<file path="config.mk">
export PLATFORM = sky130hd
export DESIGN_NAME = sat_int_conv
export DESIGN_NICKNAME = d
export VERILOG_FILES = /design/src/rtl/sic_pkg.sv /design/src/rtl/cvt_field_pick.sv /design/src/rtl/cvt_sign_ops.sv /design/src/rtl/cvt_range_fit.sv /design/src/rtl/sat_int_conv.sv
export SDC_FILE = /design/constraint.sdc
export NUM_CORES = 1
export LEC_CHECK = 0
export ABC_AREA = 1
export BUFFER_PORTS_ARGS = -buffer_cell sky130_fd_sc_hd__buf_2
export CAP_MARGIN = 10
export CORE_MARGIN = 5
export CORE_UTILIZATION = 40
export DETAILED_ROUTE_END_ITERATION = 6
export GPL_ROUTABILITY_DRIVEN = 1
export SYNTH_ARGS = -nofsm -noshare
export SYNTH_HDL_FRONTEND = slang
export SYNTH_SLANG_ARGS = --single-unit
</file>
<file path="constraint.sdc">
create_clock -name clk -period 1 [get_ports clk]
set_input_delay 0.05 -clock clk [delete_from_list [all_inputs] [get_ports clk]]
set_output_delay 0.05 -clock clk [all_outputs]
set_load 0.02 [all_outputs]
</file>
<file path="src/rtl/sic_pkg.sv">
package sic_pkg;
  localparam int XW = 32;
  localparam int LANE_W = 8;

  typedef enum logic [1:0] {
    WID_B = 2'd0,
    WID_H = 2'd1,
    WID_W = 2'd2,
    WID_X = 2'd3
  } wid_e;

  // mask of the low bits kept by a width code
  function automatic logic [XW-1:0] low_mask(wid_e w);
    case (w)
      WID_B:   return {{(XW-8){1'b0}}, 8'hFF};
      WID_H:   return {{(XW-16){1'b0}}, 16'hFFFF};
      WID_W:   return {XW{1'b1}};
      default: return '0;
    endcase
  endfunction

  function automatic logic [XW-1:0] smax_of(wid_e w);
    return low_mask(w) >> 1;
  endfunction

  function automatic logic [XW-1:0] smin_of(wid_e w);
    return ~smax_of(w);
  endfunction

  function automatic logic [XW-1:0] trunc_to(logic [XW-1:0] v, wid_e w);
    return v & low_mask(w);
  endfunction

  // signed source, signed destination
  function automatic logic [XW-1:0] clamp_ss(logic [XW-1:0] v, wid_e w);
    if ($signed(v) > $signed(smax_of(w))) return smax_of(w);
    if ($signed(v) < $signed(smin_of(w))) return smin_of(w);
    return v;
  endfunction

  // unsigned source, signed destination
  function automatic logic [XW-1:0] clamp_us(logic [XW-1:0] v, wid_e w);
    return (v > smax_of(w)) ? smax_of(w) : v;
  endfunction

  // any source, unsigned destination
  function automatic logic [XW-1:0] clamp_xu(logic [XW-1:0] v, wid_e w, logic src_sgn);
    logic [XW-1:0] t;
    t = (src_sgn && v[XW-1]) ? '0 : v;
    return (t > low_mask(w)) ? low_mask(w) : t;
  endfunction

  function automatic logic [XW-1:0] abs_then_neg(logic [XW-1:0] v, logic a, logic n);
    logic [XW-1:0] t;
    t = (a && v[XW-1]) ? (~v + 1'b1) : v;
    return n ? (~t + 1'b1) : t;
  endfunction
endpackage

</file>
<file path="src/rtl/cvt_field_pick.sv">
module cvt_field_pick
  import sic_pkg::*;
#(
  parameter int W     = XW,
  parameter int LW    = LANE_W,
  localparam int LANES = W / LW,
  localparam int SW    = $clog2(LANES)
) (
  input  logic [W-1:0]  operand_i,
  input  logic [SW-1:0] sel_i,
  input  wid_e          src_w_i,
  input  logic          sgn_i,
  output logic [W-1:0]  field_o,
  output logic          bad_o
);
  logic [W-1:0] lane_sh [LANES];
  logic [W-1:0] sh;

  for (genvar g = 0; g < LANES; g++) begin : g_lane
    assign lane_sh[g] = operand_i >> (g * LW);
  end

  assign sh = lane_sh[sel_i];

  always_comb begin
    case (src_w_i)
      WID_B:   field_o = {{(W-8){sgn_i & sh[7]}}, sh[7:0]};
      WID_H:   field_o = {{(W-16){sgn_i & sh[15]}}, sh[15:0]};
      default: field_o = sh;
    endcase
  end

  // misaligned short or word field, or reserved source code
  assign bad_o = (src_w_i == WID_X) ||
                 ((src_w_i == WID_H) && sel_i[0]) ||
                 ((src_w_i == WID_W) && (sel_i != '0));
endmodule

</file>
<file path="src/rtl/cvt_sign_ops.sv">
module cvt_sign_ops
  import sic_pkg::*;
#(
  parameter int W = XW
) (
  input  logic [W-1:0] val_i,
  input  logic         abs_i,
  input  logic         neg_i,
  output logic [W-1:0] val_o
);
  assign val_o = abs_then_neg(val_i, abs_i, neg_i);
endmodule

</file>
<file path="src/rtl/cvt_range_fit.sv">
module cvt_range_fit
  import sic_pkg::*;
#(
  parameter int W = XW
) (
  input  logic [W-1:0] val_i,
  input  wid_e         dst_w_i,
  input  logic         src_sgn_i,
  input  logic         dst_sgn_i,
  input  logic         sat_i,
  output logic [W-1:0] res_o
);
  always_comb begin
    if (!sat_i)                       res_o = trunc_to(val_i, dst_w_i);
    else if (src_sgn_i && dst_sgn_i)  res_o = clamp_ss(val_i, dst_w_i);
    else if (dst_sgn_i)               res_o = clamp_us(val_i, dst_w_i);
    else                              res_o = clamp_xu(val_i, dst_w_i, src_sgn_i);
  end
endmodule

</file>
<file path="src/rtl/sat_int_conv.sv">
module sat_int_conv
  import sic_pkg::*;
#(
  parameter int W  = XW,
  parameter int LW = LANE_W,
  localparam int SW = $clog2(W / LW)
) (
  input  logic          clk,
  input  logic          rst_n,
  input  logic [W-1:0]  operand_i,
  input  logic [SW-1:0] byte_sel_i,
  input  logic [1:0]    src_w_i,
  input  logic [1:0]    dst_w_i,
  input  logic          src_sgn_i,
  input  logic          dst_sgn_i,
  input  logic          abs_i,
  input  logic          neg_i,
  input  logic          sat_i,
  output logic [W-1:0]  result_o,
  output logic          illegal_o
);
  wid_e         src_w, dst_w;
  logic [W-1:0] field_w, proc_w, fit_w;
  logic         src_bad_w, legal_w;

  assign src_w = wid_e'(src_w_i);
  assign dst_w = wid_e'(dst_w_i);

  cvt_field_pick #(.W(W), .LW(LW)) u_pick (
    .operand_i (operand_i),
    .sel_i     (byte_sel_i),
    .src_w_i   (src_w),
    .sgn_i     (src_sgn_i),
    .field_o   (field_w),
    .bad_o     (src_bad_w)
  );

  cvt_sign_ops #(.W(W)) u_sign (
    .val_i (field_w),
    .abs_i (abs_i),
    .neg_i (neg_i),
    .val_o (proc_w)
  );

  cvt_range_fit #(.W(W)) u_fit (
    .val_i     (proc_w),
    .dst_w_i   (dst_w),
    .src_sgn_i (src_sgn_i),
    .dst_sgn_i (dst_sgn_i),
    .sat_i     (sat_i),
    .res_o     (fit_w)
  );

  assign legal_w = !src_bad_w && (dst_w != WID_X);

  always_ff @(posedge clk or negedge rst_n) begin
    if (!rst_n) begin
      result_o  <= '0;
      illegal_o <= 1'b0;
    end else begin
      illegal_o <= !legal_w;
      if (legal_w) result_o <= fit_w;
    end
  end

  // an illegal combination keeps the old result and raises the flag
  a_r3_hold_on_illegal: assert property (@(posedge clk) disable iff (!rst_n)
    !legal_w |=> ($stable(result_o) && illegal_o));

  // a legal combination clears the flag one edge later
  a_r9_legal_clears: assert property (@(posedge clk) disable iff (!rst_n)
    legal_w |=> !illegal_o);

  // absolute value alone never yields a negative word except the minimum
  a_r4_abs_nonneg: assert property (@(posedge clk) disable iff (!rst_n)
    (abs_i && !neg_i && (field_w != {1'b1, {(W-1){1'b0}}})) |-> !proc_w[W-1]);

  // truncation to a byte leaves the upper bits clear
  a_r5_trunc_byte: assert property (@(posedge clk) disable iff (!rst_n)
    (legal_w && !sat_i && (dst_w == WID_B)) |=> (result_o[W-1:8] == '0));

  // signed byte saturation is a sign-extended 8-bit value
  a_r6_ss_byte_ext: assert property (@(posedge clk) disable iff (!rst_n)
    (legal_w && sat_i && src_sgn_i && dst_sgn_i && (dst_w == WID_B))
      |=> ((result_o[W-1:7] == '0) || (result_o[W-1:7] == '1)));

  // a negative signed source saturates to zero for an unsigned destination
  a_r8_neg_to_zero: assert property (@(posedge clk) disable iff (!rst_n)
    (legal_w && sat_i && src_sgn_i && !dst_sgn_i && proc_w[W-1]) |=> (result_o == '0));
endmodule

</file>
==> results of run 1 <==
==> cell usage after synthesis (3+ instances only) <==
master       n
a21oi_1     92
buf_1        6
buf_2       19
buf_4        7
buf_6        5
clkbuf_1    25
dfrtp_1     33
ha_1       100
inv_1      133
inv_2       12
inv_4        3
nand2_1    649
nand2_2     17
nand2_4      4
nand3_1    127
nand3_2     10
nand3b_1     9
nand4_1     28
nor2_1     124
nor2_2       7
nor2_4       3
nor3_1      14
nor4_1       4
o2111ai_1    3
o211ai_1     4
o21ai_0     57
o21ai_1      4
o31ai_1      3
xnor2_1      3
xor2_1      28
==> sequential cells by signal, indices dropped and copies added, names as in the netlist <==
| signal | count |
|---|---|
| result_o | 32 |
| illegal_o | 1 |
==> metrics by stage <==
step	util (%)	cell area (um2)	setup WS [ps]
floorplan	-	8760	-3580
global placement	58.4	12200	-4200
detailed placement	58.4	12200	-4280
CTS	64.2	13500	-3560
global route	69.0	14500	-4120
finish	69.0	14500	-3760
==> final timing paths <==
check | start | to | slack, ps | cells past startpoint
max reg2reg | result_o[28] | result_o[28] | 390 | 2
max in group asynchronous | rst_n | result_o[26] | 390 | 3
min | rst_n | result_o[11] | 310 | 3
max | byte_sel_i[0] | result_o[25] | -3760 | 43
min reg2reg | result_o[23] | result_o[23] | 470 | 2
min in group clk | sat_i | result_o[24] | 330 | 6
==> where the power goes <==
| part | switching, mW | internal [mW] | total [mW] |
|---|---|---|---|
| sequential | 0.127 | 1.62 | 1.74 |
| clock | 0.552 | 1.24 | 1.79 |
| combinational | 6.82 | 5.84 | 12.7 |
| total | 7.50 | 8.70 | 16.2 |
==> worst reg2reg max path, cell delays in order (launching register included) <==
cell     delay, ps
dfrtp_1        380
nand2_1         70
nand2_1         50
==> logic make-up after synthesis <==
kind of cell             share of synthesized area, %
buffers and inverters                            10.4
flip-flops                                       9.71
AO/OA/AOI/OAI                                    11.2
XOR/XNOR                                         3.19
adder cells (fa/ha/maj)                          14.7
AND/OR/NAND/NOR                                  50.8
==> routing by layer <==
layer,routed length (um),part of all wire (%)
met2,16400,48
met1,14300,42
met4,1260,3.7
met3,1910,5.6
met5,0,0
==> layout make-up <==
type / instances / area [um2] / share of cell area [%]
clock buffers: 6 / 139 / 0.961
clock inverters: 2 / 37.5 / 0.260
inverters: 149 / 629 / 4.35
multi-input cells: 1314 / 8200 / 56.7
flip-flops and latches: 33 / 826 / 5.71
well taps: 275 / 344 / 2.38
repair buffers: 529 / 4260 / 29.5
repair inverters: 2 / 22.5 / 0.156
==> timing repair <==
action,CTS,global route
pin swaps,95,118
cloned,5,6
gates resized for setup,198,178
hold buffers,1,0
setup endpoints to repair,33,33
endpoints found under the hold margin,33,0
setup buffers,28,27
==> qor.csv, run 1 <==
stage,metric,value,unit
final_layout,fillers,1794,
synth,syn nets,1702,
placement,count of input and output buffers,77,
synth,"FF+latch count, synth",33,
floorplan,DIE WIDTH,156,um
setup_path,"Largest delay share family, worst path",simple AND/OR/NAND/NOR gates,
sta,Final Critical Period,4760,ps
sta,Final Max Slew Viols,0,
global_routing,largest net degree at the start of global routing,34,
final_layout,Finished Layout Cells,2310,
setup_path,CP endpoint kind,flop,
final_layout,Final #Nets,2179,
sta,Worst Max-Slew Pin Slew,409,ps
setup_path,critical path's slowest cell,ha_4,
drt,vias per inst,5.05,
cts,Clock Pin Slew Worst Setup and Hold Paths,50,ps
drt,vias,11700,
cts,root buffer cell,clkbuf_16,
sta,RSZ-0062 raised after global routing,true,
sta,Setup Skew,0,ps
global_routing,gr usage total,26.5,%
sta,setup TNS,-117780,ps
sta,fmax,0.210,GHz
sta,final hold vios,0,
run,Max-cap violations,0,
setup_path,CP Launch Type,input port,
synth,sequential share of the synthesized area,9.71,%
sta,final worst slack,-3760,ps
global_routing,initial antenna violation count,0,
floorplan,core area,21000,um2
sta,setup violators final,32,
synth,Mapped Area,8510,um2
drt,initial drt markers,696,
cts,CTS H-tree lvls,2,
global_routing,total gr overflow,0,
floorplan,Initial Util,40.6,%
sta,hold slack final,310,ps
synth,"Distinct cells, synth",48,
synth,Synth Flop Type,dfrtp_1,
final_layout,"commonest non-fill, non-tap cell in the layout",nand2_1,
drt,WL/cell,14.6,um
power,power density over cell area,1120,nW/um2
outcome,status,"finished, violations left",
final_layout,"commonest non-fill, non-tap cells in the layout","nand2_1, buf_4, inv_1",
setup_path,most frequent CP cell,nand2_1,
final_layout,Syn-to-layout area delta,69.9,%
synth,async set-reset flop share out of synthesis,100,%
global_routing,met3 usage,1.58,%
synth,top-area cell type share of the netlist area,28.6,%
placement,post-DP HPWL,25.5,mm
synth,synthesized area per cell,5.46,um2
sta,Tcrit/Tclk final,476,%
cts,clk buf depth,2,
synth,Post-Syn Instances,1557,
power,Worst VDD drop,628,uV
global_routing,met1 Usage GRT,34.1,%
drt,DRT Pass-1 Iters,5,
floorplan,Die Height,156,um
global_routing,first-pass GRT wire length,54.2,mm
floorplan,die area,24300,um2
final_layout,Antenna diodes,0,
cts,clock latency on the worst-skew pair,280,ps
setup_path,CP Max Fanout,7,
cts,clock sinks,33,
setup_path,WP data required,1170,ps
drt,Detail Route Antenna Nets,0,
cts,TritonCTS Buffers,5,
sta,slew margin rel.,72.6,%
global_routing,met2 layer usage reported by global route,46.7,%
drt,drt drc,0,
global_routing,GRT busiest layer,met2,
power,Overall Power,16.2,mW
synth,Post-synth EDFFs,0,
synth,Area contributors post-synth,"nand2_1, ha_1, dfrtp_1",
final_layout,share of layout cells above drive strength 1,42.6,%
floorplan,IO Count,78,
synth,Yosys warning count,0,
floorplan,Row Count,53,
outcome,failing checks,setup timing,
synth,cell taking the most area after synthesis,nand2_1,
power,leakage,8.00,nW
global_routing,vias in the first global route,11300,
placement,Cells after DPL,2238,
setup_path,WP data arrival,4930,ps
setup_path,worst stage delay on the critical path,340,ps
hold_path,Min-Delay Path Class,input port to asynchronous set/reset pin,
setup_path,worst setup path class,input port to flop,
drt,routed wire length,33.8,mm
setup_path,WP buf/inv,9,
cts,CTS tree,yes,
placement,GPL Wtd Cong,0.935,
No activity file was read; power rests on OpenSTA's default activity.
==> run 2, diff against run 1 <==
--- a/config.mk
+++ b/config.mk
@@ -7,11 +7,11 @@
 export LEC_CHECK = 0
 export ABC_AREA = 1
 export BUFFER_PORTS_ARGS = -buffer_cell sky130_fd_sc_hd__buf_2
-export CAP_MARGIN = 10
 export CORE_MARGIN = 5
 export CORE_UTILIZATION = 40
 export DETAILED_ROUTE_END_ITERATION = 6
 export GPL_ROUTABILITY_DRIVEN = 1
+export PLACE_DENSITY_LB_ADDON = 0.12
 export SYNTH_ARGS = -nofsm -noshare
 export SYNTH_HDL_FRONTEND = slang
 export SYNTH_SLANG_ARGS = --single-unit
==> run 2 against run 1 <==
- the run still ends with setup timing left
- combinational power hardly changed
- total power is 0.38% lower
- cell count is 0.56% higher
- global-route usage is 0.52 points higher
- clock power hardly changed
- maximum frequency is 1.7% higher
- sequential power hardly changed
- clock skew stayed put
- sequential share of layout area hardly changed
- cell area is 0.71% lower
- routed wire length is 2.1% higher
- die area stayed put
- largest cell class unchanged
- largest power group unchanged
==> qor.csv, run 2 (synthesis gave the netlist of run 1 again) <==
stage,metric,value,unit,change
global_routing,gr usage total,27.0,%,was 26.5%
power,power density over cell area,1120,nW/um2,about the same
power,Overall Power,16.1,mW,was 16.2 mW
drt,WL/cell,14.9,um,was 14.6 um
sta,RSZ-0062 raised after global routing,true,,unchanged
setup_path,CP Launch Type,input port,,unchanged
final_layout,max reg flops,32,,unchanged
drt,routed wire length,34.6,mm,was 33.8 mm
final_layout,most flop-heavy register,result_o,,unchanged
sta,setup TNS,-116500,ps,was -117780 ps
cts,clock sinks,33,,unchanged
sta,Setup Skew,0,ps,unchanged
run,Max-cap violations,0,,unchanged
final_layout,post-layout util,68.5,%,was 69.0%
sta,fmax,0.214,GHz,was 0.210 GHz
floorplan,core area,21000,um2,unchanged
sta,Final Max Slew Viols,0,,unchanged
setup_path,most frequent CP cell,nand2_1,,unchanged
placement,Cells after DPL,2248,,was 2238
power,leakage,7.98,nW,was 8.00 nW
power,Sw Ratio,45.8,%,was 46.3%
global_routing,largest net degree at the start of global routing,34,,unchanged
hold_path,Min-Delay Path Class,input port to asynchronous set/reset pin,,unchanged
power,share of power burned in the clock network,11.2,%,was 11.1%
sta,hold slack final,250,ps,was 310 ps
setup_path,WP data required,1170,ps,about the same
final_layout,Syn-to-layout area delta,68.7,%,was 69.9%
power,sequential share of power,10.9,%,was 10.8%
final_layout,final instance area,14300,um2,was 14500 um2
outcome,status,"finished, violations left",,unchanged
floorplan,die area,24300,um2,unchanged
final_layout,"commonest non-fill, non-tap cells in the layout","nand2_1, buf_4, inv_1",,unchanged
drt,vias,11800,,was 11700
cts,Clock Pin Slew Worst Setup and Hold Paths,60,ps,was 50 ps
final_layout,Finished Layout Cells,2323,,was 2310
floorplan,Row Count,53,,unchanged
final_layout,fillers,1863,,was 1794
global_routing,vias in the first global route,11100,,was 11300
sta,Worst Max-Slew Pin Slew,578,ps,was 409 ps
placement,pre-CTS WS,-4330,ps,was -4280 ps
setup_path,CP endpoint kind,flop,,unchanged
final_layout,share of layout cells above drive strength 1,40.8,%,was 42.6%
cts,TritonCTS Buffers,5,,unchanged
setup_path,worst setup path class,input port to flop,,unchanged
placement,post-DP HPWL,26.3,mm,was 25.5 mm
drt,vias per inst,5.08,,was 5.05
placement,count of input and output buffers,77,,unchanged
cts,clock latency on the worst-skew pair,280,ps,about the same
floorplan,Die Height,156,um,unchanged
cts,root buffer cell,clkbuf_16,,unchanged
setup_path,critical path's slowest cell,ha_4,,unchanged
cts,CTS H-tree lvls,2,,unchanged
sta,final hold vios,0,,unchanged
final_layout,Largest regs,"result_o (32), illegal_o (1)",,unchanged
final_layout,Final #Nets,2192,,was 2179
sta,setup violators final,33,,was 32
power,Net Sw Power,7.38,mW,was 7.50 mW
floorplan,DIE WIDTH,156,um,unchanged
final_layout,"commonest non-fill, non-tap cell in the layout",nand2_1,,unchanged
cts,CTS tree,yes,,unchanged
cts,clk buf depth,2,,unchanged
setup_path,CP Max Fanout,7,,unchanged
global_routing,initial antenna violation count,0,,unchanged
floorplan,Initial Util,40.6,%,unchanged
drt,Detail Route Antenna Nets,0,,unchanged
setup_path,worst stage delay on the critical path,370,ps,was 340 ps
global_routing,first-pass GRT wire length,54.4,mm,was 54.2 mm
placement,Placed Instance Area,12300,um2,was 12200 um2
power,combinational fraction of design power,77.9,%,was 78.2%
final_layout,Antenna diodes,0,,unchanged
outcome,failing checks,setup timing,,unchanged
power,Internal Power,8.75,mW,was 8.70 mW
floorplan,IO Count,78,,unchanged
sta,slew margin rel.,61.0,%,was 72.6%
sta,Final Critical Period,4680,ps,was 4760 ps
power,Worst VDD drop,681,uV,was 628 uV
drt,drt drc,0,,unchanged
drt,DRT Pass-1 Iters,5,,unchanged
global_routing,total gr overflow,0,,unchanged
setup_path,WP data arrival,4860,ps,was 4930 ps
drt,initial drt markers,735,,was 696
sta,final worst slack,-3680,ps,was -3760 ps
placement,GPL Wtd Cong,0.912,,was 0.935
sta,Tcrit/Tclk final,468,%,was 476%
## run 2: cell types whose count changed in the layout (fill, tap and decap cells not counted), moves of 6 or more
cell,previous run,this run
o21ai_1,23,36
nand2_1,567,583
o21ai_2,24,12
nand2_4,36,28
nand2_2,64,58
inv_2,31,20
inv_1,107,116
buf_4,411,420
ha_1,79,85
## run 2: area by class of cell
type                    count  area [um2]  share of cell area, %
flip-flops and latches     33         826                   5.76
repair buffers            544        4400                   30.7
clock inverters             2        37.5                  0.262
well taps                 275         344                   2.40
inverters                 149         613                   4.27
clock buffers               6         139                  0.968
multi-input cells        1313        7980                   55.6
repair inverters            1        11.3                 0.0785
## run 2: power by group through the flow
stage / clock, mW / combinational (mW) / sequential [mW]
2_1_floorplan: 0 / 5.36 / 2.13
3_3_place_gp: 0 / 10.3 / 1.79
3_5_place_dp: 0 / 10.4 / 1.79
4_1_cts: 1.84 / 11.6 / 1.77
5_1_grt: 1.89 / 13.8 / 1.80
6_report: 1.81 / 12.6 / 1.76
## run 2: per-layer routing
layer | routed length (um) | vias up | global-route usage [%]
li1 | - | 5998 | -
met1 | 14800 | 5263 | 35.7
met2 | 16300 | 447 | 45.9
met3 | 2040 | 97 | 1.97
met4 | 1410 | 0 | 10.5
met5 | 0 | - | 0
## run 2: final timing paths
kind                                from      endpoint  slack (ps)  cells past startpoint
max                        byte_sel_i[0]   result_o[6]       -3680                     38
min                                rst_n   result_o[9]         250                      3
max in group asynchronous          rst_n  result_o[25]         560                      3
min in group clk                   sat_i  result_o[12]         350                      6
min reg2reg                 result_o[21]  result_o[21]         470                      2
max reg2reg                 result_o[12]  result_o[12]         340                      2
## run 2: critical path, delay by kind of cell
kind                       cells  cell delay, ps
and+or+nand+nor               25            2620
buffers and inverters          6             830
adders and majority gates      2             630
AOI/OAI and AO/OA              4             540
xor gates and xnor gates       1             160
## run 2: what timing repair did
action / CTS / global route
pin swaps: 88 / 57
setup buffers: 45 / 13
setup endpoints to repair: 33 / 33
hold buffers: 1 / 0
gates cloned: 4 / 4
gates resized for setup: 210 / 113
hold endpoints to repair: 33 / 0
